## config.mk

```make
export PLATFORM = sky130hd
export DESIGN_NAME = img_hdr_parser
export DESIGN_NICKNAME = d
export VERILOG_FILES = /design/src/rtl/imgp_pkg.sv /design/src/rtl/imgp_lut_walk.sv /design/src/rtl/imgp_field_acc.sv /design/src/rtl/img_hdr_parser.sv
export SDC_FILE = /design/constraint.sdc
export NUM_CORES = 1
export LEC_CHECK = 0
export BUFFER_PORTS_ARGS = -buffer_cell sky130_fd_sc_hd__buf_2
export CAP_MARGIN = 20
export CORE_MARGIN = 4
export CORE_UTILIZATION = 45
export DETAILED_ROUTE_END_ITERATION = 10
export PLACE_DENSITY = 0.65
export SLEW_MARGIN = 20
export SYNTH_ARGS = -nofsm -noshare
export SYNTH_HDL_FRONTEND = slang
export SYNTH_HIERARCHICAL = 1
export SYNTH_SLANG_ARGS = --single-unit
```

## constraint.sdc

```tcl
create_clock -name clk_i -period 23 [get_ports clk_i]
set_input_delay 2.3 -clock clk_i [delete_from_list [all_inputs] [get_ports clk_i]]
set_output_delay 2.3 -clock clk_i [all_outputs]
set_load 0.02 [all_outputs]
```

## src/rtl/imgp_pkg.sv

```systemverilog
package imgp_pkg;
  localparam int HDR_AT      = 24;
  localparam int CNT_AT      = 55;
  localparam int MIN_HDR     = HDR_AT + 2;
  localparam int REC_BYTES   = 9;
  localparam int COMP_ID     = 5;
  localparam int PAY_ID      = 8;
  localparam int FIELD_W     = 22;
  localparam int FRAME_SHIFT = 4;
endpackage

```

## src/rtl/imgp_lut_walk.sv

```systemverilog
module imgp_lut_walk
  import imgp_pkg::*;
#(
  parameter int LEN_W = 32
) (
  input  logic             clk_i,
  input  logic             rst_ni,
  input  logic             clr_i,
  input  logic             en_i,
  input  logic [7:0]       byte_i,
  output logic [LEN_W-1:0] comp_at_o,
  output logic [LEN_W-1:0] pay_at_o,
  output logic             comp_hit_o,
  output logic             pay_hit_o
);
  localparam int KW = $clog2(REC_BYTES);

  logic [KW-1:0] k_q;
  logic [7:0]    id_q;
  logic [23:0]   off_sr_q;
  logic [31:0]   off_w;

  assign off_w = {byte_i, off_sr_q};

  always_ff @(posedge clk_i or negedge rst_ni) begin
    if (!rst_ni) begin
      k_q <= '0; id_q <= '0; off_sr_q <= '0;
      comp_at_o <= '0; pay_at_o <= '0; comp_hit_o <= 1'b0; pay_hit_o <= 1'b0;
    end else if (clr_i) begin
      k_q <= '0; id_q <= '0; off_sr_q <= '0;
      comp_at_o <= '0; pay_at_o <= '0; comp_hit_o <= 1'b0; pay_hit_o <= 1'b0;
    end else if (en_i) begin
      k_q <= (k_q == KW'(REC_BYTES - 1)) ? '0 : k_q + 1'b1;
      if (k_q == '0) id_q <= byte_i;
      if (k_q >= KW'(1) && k_q <= KW'(3)) off_sr_q <= {byte_i, off_sr_q[23:8]};
      if (k_q == KW'(4)) begin
        // first match wins
        if (id_q == 8'(COMP_ID) && !comp_hit_o) begin
          comp_at_o  <= LEN_W'(off_w);
          comp_hit_o <= 1'b1;
        end
        if (id_q == 8'(PAY_ID) && !pay_hit_o) begin
          pay_at_o  <= LEN_W'(off_w);
          pay_hit_o <= 1'b1;
        end
      end
    end
  end

  p_rec_idx_r2: assert property (@(posedge clk_i) disable iff (!rst_ni)
    k_q < KW'(REC_BYTES));
  p_hit_hold_r2: assert property (@(posedge clk_i) disable iff (!rst_ni)
    pay_hit_o && !clr_i |=> pay_hit_o && $stable(pay_at_o));
endmodule

```

## src/rtl/imgp_field_acc.sv

```systemverilog
module imgp_field_acc
  import imgp_pkg::*;
(
  input  logic               clk_i,
  input  logic               rst_ni,
  input  logic               clr_i,
  input  logic               en_i,
  input  logic [7:0]         byte_i,
  output logic               done_o,
  output logic [FIELD_W-1:0] field_o
);
  localparam int ACC_W = FIELD_W + 8;
  localparam int NB_W  = $clog2(ACC_W + 1);

  logic [ACC_W-1:0] acc_q, wide;
  logic [NB_W-1:0]  nb_q, nb_sum;

  always_comb begin
    wide    = acc_q | (ACC_W'(byte_i) << nb_q);
    nb_sum  = nb_q + NB_W'(8);
    done_o  = nb_sum >= NB_W'(FIELD_W);
    field_o = wide[FIELD_W-1:0];
  end

  always_ff @(posedge clk_i or negedge rst_ni) begin
    if (!rst_ni) begin
      acc_q <= '0; nb_q <= '0;
    end else if (clr_i) begin
      acc_q <= '0; nb_q <= '0;
    end else if (en_i) begin
      if (done_o) begin
        acc_q <= wide >> FIELD_W;
        nb_q  <= nb_sum - NB_W'(FIELD_W);
      end else begin
        acc_q <= wide;
        nb_q  <= nb_sum;
      end
    end
  end

  p_nbits_r5: assert property (@(posedge clk_i) disable iff (!rst_ni)
    nb_q < NB_W'(FIELD_W));
endmodule

```

## src/rtl/img_hdr_parser.sv

```systemverilog
module img_hdr_parser
  import imgp_pkg::*;
#(
  parameter int LEN_W  = 32,
  parameter int SUM_W  = 32,
  localparam int SIZE_W = SUM_W + FRAME_SHIFT
) (
  input  logic              clk_i,
  input  logic              rst_ni,
  input  logic              start_i,
  input  logic [LEN_W-1:0]  img_len_i,
  input  logic [7:0]        byte_i,
  input  logic              byte_valid_i,
  output logic              byte_ready_o,
  output logic [LEN_W-1:0]  pay_start_o,
  output logic              pay_start_valid_o,
  output logic [SIZE_W-1:0] pay_size_o,
  output logic              pay_size_valid_o,
  output logic              err_o
);
  localparam int CW = ((SIZE_W > LEN_W) ? SIZE_W : LEN_W) + 2;

  logic              busy_q, err_q, fin_q, hdr_seen_q, tbl_known_q, checked_q;
  logic [LEN_W-1:0]  pos_q, len_q, tbl_end_q, chk_q, pay_start_q;
  logic [7:0]        hdr_q;
  logic [15:0]       cnt_q, left_q, cnt_now;
  logic [SUM_W-1:0]  sum_q, sum_nx, sum_fin;
  logic [SIZE_W-1:0] pay_size_q, size_w;
  logic [LEN_W-1:0]  comp_at, pay_at;
  logic              comp_hit, pay_hit, fld_done;
  logic [FIELD_W-1:0] fld;
  logic              acc_b, is_hdr, is_nrec, in_tbl, is_chk, in_comp, fin_now, err_now;
  logic              hdr_bad, nrec_bad, chk_bad, fin_bad, end_bad;
  logic [CW-1:0]     len_w, tend_w, tbl_bytes_w;

  always_comb begin
    acc_b    = busy_q & byte_valid_i & ~start_i;
    len_w    = CW'(len_q);
    is_hdr   = acc_b && pos_q == LEN_W'(HDR_AT);
    hdr_bad  = is_hdr && (CW'(byte_i) > len_w || byte_i < 8'(MIN_HDR));
    is_nrec  = acc_b && hdr_seen_q && !tbl_known_q && pos_q == LEN_W'(hdr_q) - 1'b1;
    tend_w   = CW'(hdr_q) + CW'(byte_i) * CW'(REC_BYTES);
    nrec_bad = is_nrec && (tend_w > len_w || byte_i == 8'd0);
    in_tbl   = acc_b && tbl_known_q && pos_q >= LEN_W'(hdr_q) && pos_q < tbl_end_q;
    is_chk   = acc_b && tbl_known_q && !checked_q && pos_q == chk_q;
    // high count byte may arrive in the checkpoint beat itself
    cnt_now  = (pos_q == LEN_W'(CNT_AT + 1)) ? {byte_i, cnt_q[7:0]} : cnt_q;
    tbl_bytes_w = (CW'(cnt_now) * CW'(FIELD_W) + CW'(7)) >> 3;
    chk_bad  = is_chk && (!comp_hit || !pay_hit || comp_at <= pos_q ||
                          CW'(comp_at) + tbl_bytes_w > len_w);
    in_comp  = acc_b && checked_q && left_q != 16'd0 && pos_q >= comp_at;
    sum_nx   = sum_q + SUM_W'(fld);
    fin_now  = 1'b0;
    sum_fin  = '0;
    if (is_chk && cnt_now == 16'd0) fin_now = 1'b1;
    else if (in_comp && fld_done && left_q == 16'd1) begin
      fin_now = 1'b1;
      sum_fin = sum_nx;
    end
    size_w   = SIZE_W'(sum_fin) << FRAME_SHIFT;
    fin_bad  = fin_now && CW'(pay_at) + CW'(size_w) > len_w;
    end_bad  = acc_b && pos_q == len_q - 1'b1 && !fin_now;
    err_now  = hdr_bad | nrec_bad | chk_bad | fin_bad | end_bad;
  end

  imgp_lut_walk #(.LEN_W(LEN_W)) u_walk (
    .clk_i, .rst_ni, .clr_i(start_i), .en_i(in_tbl), .byte_i,
    .comp_at_o(comp_at), .pay_at_o(pay_at), .comp_hit_o(comp_hit), .pay_hit_o(pay_hit)
  );

  imgp_field_acc u_acc (
    .clk_i, .rst_ni, .clr_i(start_i), .en_i(in_comp), .byte_i,
    .done_o(fld_done), .field_o(fld)
  );

  always_ff @(posedge clk_i or negedge rst_ni) begin
    if (!rst_ni) begin
      busy_q <= 1'b0; err_q <= 1'b0; fin_q <= 1'b0; hdr_seen_q <= 1'b0;
      tbl_known_q <= 1'b0; checked_q <= 1'b0; pos_q <= '0; len_q <= '0;
      tbl_end_q <= '0; chk_q <= '0; hdr_q <= '0; cnt_q <= '0; left_q <= '0;
      sum_q <= '0; pay_start_q <= '0; pay_size_q <= '0;
    end else begin
      fin_q <= 1'b0;
      if (start_i) begin
        busy_q <= img_len_i != '0;
        err_q  <= img_len_i == '0;
        len_q  <= img_len_i;
        pos_q  <= '0; hdr_seen_q <= 1'b0; tbl_known_q <= 1'b0; checked_q <= 1'b0;
        tbl_end_q <= '0; chk_q <= '0; hdr_q <= '0; cnt_q <= '0; left_q <= '0; sum_q <= '0;
      end else if (acc_b) begin
        pos_q <= pos_q + 1'b1;
        if (is_hdr) begin
          hdr_q <= byte_i;
          hdr_seen_q <= 1'b1;
        end
        if (pos_q == LEN_W'(CNT_AT))     cnt_q[7:0]  <= byte_i;
        if (pos_q == LEN_W'(CNT_AT + 1)) cnt_q[15:8] <= byte_i;
        if (is_nrec) begin
          tbl_known_q <= 1'b1;
          tbl_end_q   <= LEN_W'(tend_w);
          chk_q <= (tend_w - CW'(1) > CW'(CNT_AT + 1)) ? LEN_W'(tend_w - CW'(1))
                                                       : LEN_W'(CNT_AT + 1);
        end
        if (is_chk) begin
          checked_q <= 1'b1;
          left_q    <= cnt_now;
        end
        if (in_comp && fld_done) begin
          sum_q  <= sum_nx;
          left_q <= left_q - 1'b1;
        end
        if (err_now) begin
          err_q  <= 1'b1;
          busy_q <= 1'b0;
        end else if (fin_now) begin
          fin_q       <= 1'b1;
          busy_q      <= 1'b0;
          pay_start_q <= pay_at;
          pay_size_q  <= size_w;
        end
      end
    end
  end

  assign byte_ready_o      = busy_q;
  assign err_o             = err_q;
  assign pay_start_o       = pay_start_q;
  assign pay_size_o        = pay_size_q;
  assign pay_start_valid_o = fin_q;
  assign pay_size_valid_o  = fin_q;

  p_err_sticky_r9: assert property (@(posedge clk_i) disable iff (!rst_ni)
    err_o && !start_i |=> err_o);
  p_no_strobe_on_err_r9: assert property (@(posedge clk_i) disable iff (!rst_ni)
    pay_start_valid_o |-> !err_o);
  p_strobe_pulse_r9: assert property (@(posedge clk_i) disable iff (!rst_ni)
    pay_size_valid_o |=> !pay_size_valid_o);
  p_idle_on_err_r10: assert property (@(posedge clk_i) disable iff (!rst_ni)
    err_o |-> !byte_ready_o);
  p_idle_on_done_r10: assert property (@(posedge clk_i) disable iff (!rst_ni)
    pay_start_valid_o |-> !byte_ready_o);
  p_payload_fits_r7: assert property (@(posedge clk_i) disable iff (!rst_ni)
    pay_size_valid_o |-> CW'(pay_start_o) + CW'(pay_size_o) <= CW'(len_q));
  p_restart_r11: assert property (@(posedge clk_i) disable iff (!rst_ni)
    start_i |=> pos_q == '0 && !err_o || img_len_i == '0);
endmodule

```

# == After elaboration in Yosys (flattened, before gate mapping) ==
# Index checks and enable logic that the tools add are counted.
# op_classes
addsub,13
n_mul,2
n_lt_le_gt_ge,13
n_eq_ne,11
shift,1
n_mux,79
n_bitwise,9
reduce_logical,71
# ops
op,count
two-way mux 32 bit,22
two-way mux 16 bit,7
equality test 32 bit,3
two-way mux 30 bit,3
two-way mux 24 bit,3
equality test 32 x 6 -> 1 bit (second input constant),2
two-way mux 8 bit,8
> comparator 38 x 6 -> 1 bit (second input constant),1
adder 32 x 36 -> 37 bit,1
> comparator 37 x 32 -> 1 bit,1
adder 32 x 19 -> 33 bit,1
> comparator 33 x 32 -> 1 bit,1
adder 32 x 1 -> 32 bit (second input constant),1
adder 32 x 22 -> 32 bit,1
equality test 32 x 5 -> 1 bit (second input constant),1
>= comparator 32 bit,1
>= comparator 32 x 8 -> 1 bit,1
> comparator 13 x 32 -> 1 bit,1
> comparator 8 x 32 -> 1 bit,1
less-or-equal comparator 32 bit,1
logical NOT 32 bit,1
< comparator 32 bit,1
nonzero test 32 bit,1
subtractor 32 x 1 -> 32 bit (second input constant),1
39 further kinds,134
# totals
ff_bits,407
in_bits,44
word_cells,225

# == Logic depth before layout (Yosys ltp) ==
# Gate-level depths: netlist (run 1).
# depth
depth_word,17
mapped_depth,42
depth_no_buf,38

# == Modules after synthesis ==
# The synthesis (run 1) kept the hierarchy.
# modules_own_cells
mod,n_inst,cells_per_inst,area_per_inst_um2,seq_area_each_um2
img_hdr_parser,1,2585,22177.5,5805.6
imgp_lut_walk,1,421,4738.3,2552.4
imgp_field_acc,1,219,2130.8,850.8

# == Worst setup path before layout (run 1) ==
# No wires, ideal clock.
# synth_timing
path_kind,in2reg
start,in byte_i[2]
end,"reg pay_size_q[10], in the netlist pay_size_o[10]"
setup_ns,0.125
arrival_ns,9.053
t_required_ns,22.875
setup_slack_ns,13.821
cell_stages,33
cell_sequence,mux2i_1 inv_1 ha_1 inv_1 fa_1 inv_1 ha_1 nand3b_1 a2111oi_0 o2111ai_1 nor4_1 nand2_1 xor2_1 ha_1 a21oi_1 o21ai_0 a22o_1 o21ai_0 nand2b_1 a31oi_1 xnor2_1 ha_1 a21o_1 a21o_1 a211oi_1 o31a_1 o211a_1 a211oi_1 o21bai_1 o2111ai_4 nor2_8 buf_12 mux2_4
# synth_between
elab_chain_cells,12
# synth_lines
element,line_no,text
"start, declared",img_hdr_parser.sv:12,"input logic [7:0] byte_i,"
two-way mux 16 bit / left shift 8 x 5 -> 30 bit (equally long branches),"img_hdr_parser.sv:47, imgp_field_acc.sv:19",
multiplier 16 x 4 -> 20 bit / OR 30 bit (equally long branches),"img_hdr_parser.sv:48, imgp_field_acc.sv:19",
adder 21 x 3 -> 22 bit / adder 32 x 22 -> 32 bit (equally long branches),"img_hdr_parser.sv:48, img_hdr_parser.sv:52",
adder 32 x 19 -> 33 bit / two-way mux 32 bit (equally long branches),"img_hdr_parser.sv:50, img_hdr_parser.sv:56",
> comparator 33 x 32 -> 1 bit / two-way mux 32 bit (equally long branches),"img_hdr_parser.sv:50, img_hdr_parser.sv:55",
logical OR 1 bit / adder 32 x 36 -> 37 bit (equally long branches),"img_hdr_parser.sv:49, img_hdr_parser.sv:61",
logical AND 1 bit / > comparator 37 x 32 -> 1 bit (equally long branches),"img_hdr_parser.sv:49, img_hdr_parser.sv:61",
OR 1 bit / logical AND 1 bit (equally long branches),"img_hdr_parser.sv:63, img_hdr_parser.sv:61",
OR 1 bit (2 in a row),img_hdr_parser.sv:63,err_now = hdr_bad | nrec_bad | chk_bad | fin_bad | end_bad;
NOT 1 bit (no source line),--,
AND reduction 4 bit (no source line),--,
"end signal, assigned",img_hdr_parser.sv:119,pay_size_q <= size_w;
"end, declared",img_hdr_parser.sv:28,"logic [SIZE_W-1:0] pay_size_q, size_w;"
# Parallel ways exist; a longest one is shown, timed or not.
# A chain may end at the register's enable or synchronous reset.

# == Final worst setup path (run 1) ==
# layout_timing
start,reg pos_q[13]
end,"reg pay_start_q[14], in the netlist pay_start_o[14]"
# layout_between
elab_chain_cells,13
# layout_lines
element,line_no,text
"start, declared",img_hdr_parser.sv:24,"logic [LEN_W-1:0] pos_q, len_q, tbl_end_q, chk_q, pay_start_q;"
"start signal, assigned",img_hdr_parser.sv:91,pos_q <= pos_q + 1'b1;
equality test 32 x 6 -> 1 bit / >= comparator 32 bit (equally long branches),"img_hdr_parser.sv:47, img_hdr_parser.sv:51",
two-way mux 16 bit / logical AND 1 bit (equally long branches),"img_hdr_parser.sv:47, img_hdr_parser.sv:51",
multiplier 16 x 4 -> 20 bit / logical AND 1 bit (equally long branches),"img_hdr_parser.sv:48, img_hdr_parser.sv:56",
adder 21 x 3 -> 22 bit / logical AND 1 bit (equally long branches),"img_hdr_parser.sv:48, img_hdr_parser.sv:56",
adder 32 x 19 -> 33 bit / two-way mux 32 bit (equally long branches),"img_hdr_parser.sv:50, img_hdr_parser.sv:56",
> comparator 33 x 32 -> 1 bit / two-way mux 32 bit (equally long branches),"img_hdr_parser.sv:50, img_hdr_parser.sv:55",
logical OR 1 bit / adder 32 x 36 -> 37 bit (equally long branches),"img_hdr_parser.sv:49, img_hdr_parser.sv:61",
logical AND 1 bit / > comparator 37 x 32 -> 1 bit (equally long branches),"img_hdr_parser.sv:49, img_hdr_parser.sv:61",
OR 1 bit / logical AND 1 bit (equally long branches),"img_hdr_parser.sv:63, img_hdr_parser.sv:61",
OR 1 bit (2 in a row),img_hdr_parser.sv:63,
NOT 1 bit (no source line),--,
AND reduction 4 bit (no source line) (*),--,
"end signal, assigned",img_hdr_parser.sv:118,pay_start_q <= pay_at;
"end, declared",img_hdr_parser.sv:24,
# Mark *: on every way between the ends. The rest lies on a longest branch, timed or not.

==> results of run 1 <==
## worst max-delay path: cells and delay by family (launching register included)
kind                     cells  cell delay, ns
AO/OA/AOI/OAI                8            2.24
multiplexers                 2            0.91
flip-flops                   1            0.49
XOR/XNOR                     2            0.27
AND/OR/NAND/NOR             15            4.63
buffers and inverters        4            0.91
adder cells (fa/ha/maj)      5            1.81
## flip-flops by register name, indices dropped and copies added, names as in the netlist, 12 cells and up
name	cells
cnt_q	16
u_walk/pay_at_o	32
sum_q	32
len_q	32
u_acc/acc_q	30
chk_q	14
pay_size_o	32
tbl_end_q	12
left_q	16
pos_q	32
u_walk/off_sr_q	24
u_walk/comp_at_o	32
pay_start_o	32
## metal layers
layer	GRT usage, %	share of wire, %	wire length [µm]
met1	36.46	45	40690
met2	40.56	45	40020
met3	3.488	6.6	5934
met4	8.394	3.4	3095
met5	0	0	0
## Yosys cell counts, types with 56 or more instances
| cell type | instances |
|---|---|
| nand2b_1 | 117 |
| nand4_1 | 58 |
| a21oi_1 | 193 |
| nor2_1 | 258 |
| nand2_1 | 213 |
| xor2_1 | 86 |
| mux2_4 | 56 |
| clkbuf_1 | 80 |
| inv_1 | 227 |
| mux2i_1 | 107 |
| dfrtp_1 | 368 |
| o21ai_0 | 201 |
| a21o_1 | 67 |
| xnor2_1 | 137 |
| nand3_1 | 110 |
| ha_1 | 278 |
| nor3_1 | 63 |
## through the flow
stage,cells,utilization (%),area (µm²)
floorplan,3228,-,29060
global placement,4079,47.48,30170
detailed placement,4079,47.48,30170
CTS,4160,49.82,31660
global route,4160,49.82,31660
finish,4161,49.83,31660
## final cells by class
class / instances / area [µm²] / area share (%)
multi-input cells: 2493 / 18220 / 57.55
flip-flops and latches: 368 / 9209 / 29.09
clock buffers: 57 / 1251 / 3.952
well taps: 846 / 1059 / 3.343
inverters: 231 / 867.1 / 2.739
repair buffers: 141 / 812.0 / 2.565
clock inverters: 24 / 240.2 / 0.7588
diodes: 1 / 2.502 / 0.007904
## kinds of logic after synthesis
kind of cell             after synthesis  synth area share, %
flip-flops                           368                31.70
multiplexers                         185                7.521
AND/OR/NAND/NOR                     1039                18.42
AO/OA/AOI/OAI                        743                16.52
adder cells (fa/ha/maj)              299                13.42
XOR/XNOR                             223                6.724
other                                  1              0.01291
buffers and inverters                367                5.682
## report_power, final
part	switching, µW	total [µW]	internal (µW)
clock	308	720	411
sequential	9.19	662	653
combinational	102	147	45.6
## path summary, 6_finish.rpt
kind	endpoint	cells after the start	slack (ns)
max reg2reg	pay_start_o[14]	36	11.55
min in group asynchronous	u_acc/nb_q[2]	1	1.71
min reg2reg	hdr_seen_q	1	0.49
max	pay_start_o[14]	36	11.55
max in group asynchronous	u_walk/pay_at_o[27]	3	19.01
min	hdr_seen_q	1	0.49
==> results_dict.tcl, run 1 <==
set metrics [dict create \
    outcome "complete, no violations" \
    setup_viol 0 \
    ant_nets 0 \
    drt-pass1-iter-count 6 \
    hpwl_um 67380 \
    worstPathRequired_ns 23.49 \
    fin_hold_ws_ns 0.4892 \
    max_stage_delay_ns 0.73 \
    clockBufferDepth 3 \
    remaining_drc_errors 0 \
    synth_area_leaders "dfrtp_1, ha_1, xnor2_1, mux2i_1, o21ai_0" \
    critPathKind "register to register" \
    tightest_slew_ns 1.079 \
    start_kind "register" \
    synthFlopType "dfrtp_1" \
    cp_data_arrival_time_ns 11.95 \
    grt-ovfl-total 0 \
    fp-row-count 92 \
    nets 3622 \
    cp-end-kind "register" \
    yosys_warnings 6 \
    syn-cell-area_mm2 0.02905 \
    cts-htree-levels 2 \
    io_buffers 111 \
    rsz0062_at_grt "no" \
    cts_tree "built" \
    min_from "hdr_seen_q" \
    drt_iter0_drc 2220 \
    routed_wl_um 89740 \
    cts-root-buf "clkbuf_16" \
    skew_ns 0.03599 \
    avgRoutedWirePerCell_um 21.57 \
    grt_pass1_vias 23410 \
    crit_path_max_fanout 48 \
    postSynth.asyncResetShare_pct 100.0 \
    start_util_pct 45.71 \
    timing.critical_path.from "pos_q[13]" \
    hold_viol_final 0 \
    power_uw 1529 \
    fin_crit_sh_pct 49.80 \
    clock_sinks 368 \
    die_w_um 262.1 \
    max_freq_ghz 0.08730 \
    antenna_found_initial 1 \
    synth_edf_count 0 \
    cpMostUsedCell "nor4_1" \
    yosysUniqueCellTypes 110 \
    core_mm2 0.06354 \
    maxCapViolations 0 \
    cts_made_buffers 44 \
    grt_max_degree 162 \
    insertion_delay_ns 0.61 \
    mostFrequentLayoutCells "dfrtp_1, ha_1, nor2_1" \
    synth_top_cell_by_area "dfrtp_1" \
    gr-usage-all-layers_pct 25.65 \
    fin_crit_ns 11.45 \
    viasPerCell 5.896 \
    yosys.area.top_type_share_pct 31.70 \
    vdd_ir_drop_max_uv 54.32 \
    post_cts_buffers 0 \
    setup_slack_ns 11.55 \
    final_common_cell "dfrtp_1" \
    synth.avg_cell_area_um2 9.007 \
    clk_pin_slew_ns 0.07 \
    drv_slew 0 \
    grt_pass1_wl_um 137600 \
    r2r_start "pos_q[13]" \
    nFillCells 6012 \
    finalSetupTns_ns 0 \
    cts_hold_buf 0 \
    vias 24530 \
    slew_headroom_pct 28.03 \
    syn2layout_area_growth_pct 8.999 \
    die-area_mm2 0.06868 \
    final_layout_size_suffix_gt1_share_pct 10.71 \
    p_leak_uw 0.01505 \
    syn_inst 3225 \
    hold_path_class "register to register" \
    cts.repair.resized 0 \
    synth-seq-cells 368 \
    power_density_mw_per_mm2 48.30 \
    cpMaxStageDelayCell "buf_4" \
    gp_congestion 0.9607 \
    dp_slack_ns 11.60 \
    die_h_um 262.1 \
    io_pins 116 \
    seq_area_frac_synth_pct 31.70 \
]
Note: power is estimated with default switching activity, not from simulation.
==> run 2, diff against run 1 <==
Clock period 23 ns to 11.9 ns, I/O delays scaled along.
==> run 2 against run 1 <==
  * Design area is 0.25% higher
  * Count of clock-buffer cells in the layout is 9 higher
  * Sequential share of layout area is 0.072 points lower
  * Sequential cell count stayed put
  * Utilization is 0.12 points higher
  * Register-to-register slack worse by 10 ns
==> results_dict.tcl, run 2 (synthesis gave the netlist of run 1 again) <==
set metrics [dict create \
    outcome "complete, no violations" \
    clock_sinks 368 \
    drt_iter0_drc 2025 \
    cts-htree-levels 2 \
    maxCapViolations 0 \
    grt_pass1_vias 23680 \
    dp_slack_ns 1.054 \
    fin_crit_ns 10.81 \
    gp_congestion 0.9472 \
    final_layout_size_suffix_gt1_share_pct 10.76 \
    io_buffers 111 \
    start_util_pct 45.71 \
    clk_pin_slew_ns 0.06 \
    core_mm2 0.06354 \
    cts_made_buffers 44 \
    mostFrequentLayoutCells "dfrtp_1, ha_1, nor2_1" \
    max_stage_delay_ns 0.60 \
    cpMaxStageDelayCell "a2111oi_0" \
    finalSetupTns_ns 0 \
    drt-pass1-iter-count 6 \
    cpMostUsedCell "nor4_1" \
    hold_viol_final 0 \
    cts_hold_buf 0 \
    vdd_ir_drop_max_uv 107.8 \
    hpwl_um 69260 \
    setup_viol 0 \
    viasPerCell 5.897 \
    power_density_mw_per_mm2 93.51 \
    fp-row-count 92 \
    num_antenna_cells 0 \
    die_h_um 262.1 \
    reg2reg_setup_slack_ns 1.09 \
    cp_data_arrival_time_ns 11.32 \
    slew_headroom_pct 18.42 \
    syn2layout_area_growth_pct 9.270 \
    cts_tree "built" \
    die-area_mm2 0.06868 \
    grt_max_degree 100 \
    cp-end-kind "register" \
    skew_ns 0.03780 \
    nets 3631 \
    crit_path_max_fanout 46 \
    grt-ovfl-total 0 \
    worstPathRequired_ns 12.40 \
    vias 24560 \
    die_w_um 262.1 \
    cts.repair.resized 0 \
    fin_hold_ws_ns 0.4835 \
    tightest_slew_ns 1.212 \
    critPathKind "register to register" \
    remaining_drc_errors 0 \
    insertion_delay_ns 0.62 \
    routed_wl_um 92070 \
    power_uw 2968 \
    io_pins 116 \
    clockBufferDepth 3 \
    p_leak_uw 0.01511 \
    cts-root-buf "clkbuf_16" \
    antenna_found_initial 3 \
    hold_path_class "register to register" \
    ant_nets 0 \
    avgRoutedWirePerCell_um 22.10 \
    dp.cells 4087 \
    start_kind "register" \
    setup_slack_ns 1.085 \
    post_cts_buffers 0 \
    layoutNonFillerInstCount 4165 \
    final_common_cell "dfrtp_1" \
    grt_pass1_wl_um 140700 \
    drv_slew 0 \
    fin_crit_sh_pct 90.88 \
    gr-usage-all-layers_pct 26.32 \
    max_freq_ghz 0.09246 \
    rsz0062_at_grt "no" \
]
-- run 2: cell count changes in the layout (fill, tap and decap cells not counted), sizes merged --
cell and change:
clkinv -8, clkbuf +9, clkinvlp -6, diode -1
buf +9, inv +1
-- run 2: power by group --
group	internal (µW)	leakage [µW]	total, µW	switching [µW]
clock network	812	0.000730	1400	585
logic	89.8	0.00931	290	200
registers	1260	0.00507	1280	18.2
total	2160	0.0151	2970	804
-- run 2: worst paths after layout --
kind | from | end | cells after the start
worst max-delay path | pos_q[27] | pay_start_o[14] | 36
worst min-delay path | hdr_seen_q | hdr_seen_q | 1
worst max register to register | pos_q[27] | pay_start_o[14] | 36
worst min register to register | hdr_seen_q | hdr_seen_q | 1
max in group asynchronous | rst_ni | tbl_end_q[4] | 3
min in group asynchronous | rst_ni | u_acc/acc_q[26] | 1
-- run 2: worst max-delay path: cells and delay by family (launching register included) --
| family | cells | cell delay [ns] |
|---|---|---|
| buffers and inverters | 3 | 0.47 |
| and+or+nand+nor | 15 | 4.63 |
| DFF | 1 | 0.46 |
| muxes | 2 | 0.75 |
| xor gates and xnor gates | 2 | 0.29 |
| AOI/OAI and AO/OA | 9 | 2.39 |
| adders and majority gates | 5 | 1.69 |
-- run 2: per-layer routing --
| metal | track usage (%) | part of all wire, % | vias up |
|---|---|---|---|
| met1 | 37.05 | 45 | 11980 |
| li1 | - | - | 11630 |
| met2 | 41.41 | 45 | 796 |
| met5 | 0 | 0 | - |
| met4 | 8.069 | 3.1 | 0 |
| met3 | 4.751 | 7.2 | 158 |
-- run 2: area by class of cell --
cell class	instances	area [µm²]
Timing Repair Buffer	150	903.4
Clock inverter	11	163.9
Fill cell	6069	31800
Tap cell	846	1059
Multi-Input combinational cell	2493	18220
Clock buffer	66	1314
Sequential cell	368	9209
Inverter	231	867.1
-- run 2: metrics by stage --
stage          cell area, µm²  util, %
2_1_floorplan           29060        -
3_3_place_gp            30230    47.57
3_5_place_dp            30230    47.57
4_1_cts                 31710    49.90
5_1_grt                 31740    49.95
6_report                31740    49.95
==> run 3, diff against run 2 <==
Settings changed: CTS_BUF_LIST set to sky130_fd_sc_hd__clkbuf_8 sky130_fd_sc_hd__clkbuf_16, RECOVER_POWER set to 25, REMOVE_ABC_BUFFERS set to 1.
==> run 3 against run 2 <==
  * The flow now finishes with violations (max-capacitance violations, max-slew violations)
  * Count of clock-buffer cells in the layout down 10
  * Worst setup slack worse by 0.21 ns
  * Hold slack worse by 0.0023 ns
  * Clock skew down 0.0076 ns
  * Die area unchanged
==> results_dict.tcl, run 3 (synthesis gave the netlist of run 1 again) <==
set metrics [dict create \
    outcome "finished, violations left" \
    violations "max-capacitance violations, max-slew violations" \
    whs_path_depth 1 \
    worstPathRequired_ns 12.35 \
    start_util_pct 45.71 \
    gr-usage-all-layers_pct 25.68 \
    tightest_slew_ns 6.603 \
    cpMaxStageDelayCell "and3_1" \
    cts.repair.resized 0 \
    clock_sinks 368 \
    cts_tree "built" \
    mostFrequentLayoutCells "dfrtp_1, ha_1, nor2_1" \
    io_pins 116 \
    maxCapViolations 6 \
    viasPerCell 5.843 \
    cp_data_arrival_time_ns 11.48 \
    r2r_start "pos_q[13]" \
    die_w_um 262.1 \
    rsz0062_at_grt "no" \
    insertion_delay_ns 0.59 \
    core_mm2 0.06354 \
    hold_viol_final 0 \
    avgRoutedWirePerCell_um 21.69 \
    remaining_drc_errors 0 \
    dp_slack_ns 1.044 \
    fin_crit_ns 11.02 \
    dp.cells 4092 \
    gp_congestion 0.9373 \
    num_antenna_cells 0 \
    drt-pass1-iter-count 5 \
    setup_slack_ns 0.8767 \
    skew_ns 0.03021 \
    drv_slew 404 \
    drt_iter0_drc 2373 \
    die_h_um 262.1 \
    vdd_ir_drop_max_uv 79.57 \
    fin_crit_sh_pct 92.63 \
    die-area_mm2 0.06868 \
    max_stage_delay_ns 0.66 \
    timing.critical_path.from "pos_q[13]" \
    max_freq_ghz 0.09072 \
    fp-row-count 92 \
    hold_path_class "register to register" \
    setup_viol 0 \
    reg2reg_setup_slack_ns 0.88 \
    slew_headroom_pct -340.2 \
    cts_hold_buf 0 \
    r2r-end "pay_start_o[2]" \
    power_density_mw_per_mm2 91.36 \
    cpMostUsedCell "nor4_1" \
    ff2ff_path_depth 36 \
    grt-ovfl-total 0 \
    critPathKind "register to register" \
    hpwl_um 68210 \
    final_common_cell "dfrtp_1" \
    cts_made_buffers 43 \
    ant_nets 0 \
    grt_max_degree 117 \
    nets 3634 \
    grt_pass1_wl_um 137200 \
    grt_pass1_vias 23000 \
    syn2layout_area_growth_pct 8.908 \
    io_buffers 111 \
    finalSetupTns_ns 0 \
    endpoint "pay_start_o[2]" \
    layoutNonFillerInstCount 4165 \
    cts-root-buf "clkbuf_16" \
    cp-end-kind "register" \
    routed_wl_um 90330 \
    crit_path_max_fanout 25 \
    clk_pin_slew_ns 0.06 \
    vias 24340 \
    antenna_found_initial 1 \
    final_layout_size_suffix_gt1_share_pct 10.61 \
    post_cts_buffers 0 \
    start_kind "register" \
    p_leak_uw 0.01508 \
    final_core_util_pct 49.79 \
    clockBufferDepth 3 \
    cts-htree-levels 2 \
]
==> run 3: cell count changes in the layout (fill, tap and decap cells not counted), sizes merged <==
| cell | change |
|---|---|
| clkinvlp | +2 |
| clkinv | +1 |
| clkbuf | -4 |
| buf | -2 |
| inv | +4 |
| bufinv | -1 |
==> run 3: critical path: cells and delay by family, from the launching register on <==
family / cells / cell delay [ns]
muxes: 2 / 0.73
DFF: 1 / 0.50
xor gates and xnor gates: 2 / 0.27
AOI/OAI and AO/OA: 9 / 2.41
adders and majority gates: 5 / 1.69
buffers and inverters: 3 / 0.43
and+or+nand+nor: 15 / 4.86
==> run 3: how the worst min path moves through the flow <==
stage,start,to
after CTS,hdr_seen_q,hdr_seen_q
after global routing,pay_size_o[4],pay_size_o[4]
after global placement,hdr_seen_q,hdr_seen_q
after floorplan,hdr_seen_q,hdr_seen_q
after detailed placement,hdr_seen_q,hdr_seen_q
final,hdr_seen_q,hdr_seen_q
==> run 3: report_power, final <==
group          internal [µW]  switching [µW]
clock                    765             557
combinational           87.4             198
sequential              1260            19.0
==> run 3: area by class of cell <==
type / count / area, µm²
clock buffers: 56 / 1266
clock inverters: 17 / 122.6
fillers: 6105 / 31910
inverters: 231 / 867.1
multi-input cells: 2493 / 18220
flip-flops and latches: 368 / 9209
well taps: 846 / 1059
repair buffers: 154 / 888.4
==> run 3: metal layers <==
metal	vias to the layer above	GRT usage [%]	part of all wire [%]
met5	-	0	0.022
met4	2	10.13	4.5
met3	168	4.462	7.4
met2	855	39.48	44
met1	11670	36.11	44
li1	11640	-	-
==> run 3: metrics by stage <==
step	cell area, µm²	total power (µW)	hold slack [ns]
5_1_grt	31630	2996	0.5160
3_5_place_dp	30280	1585	0.4729
2_1_floorplan	28270	1446	0.4540
4_1_cts	31670	2917	0.4855
3_3_place_gp	30280	1584	0.4657
6_report	31630	2890	0.4812
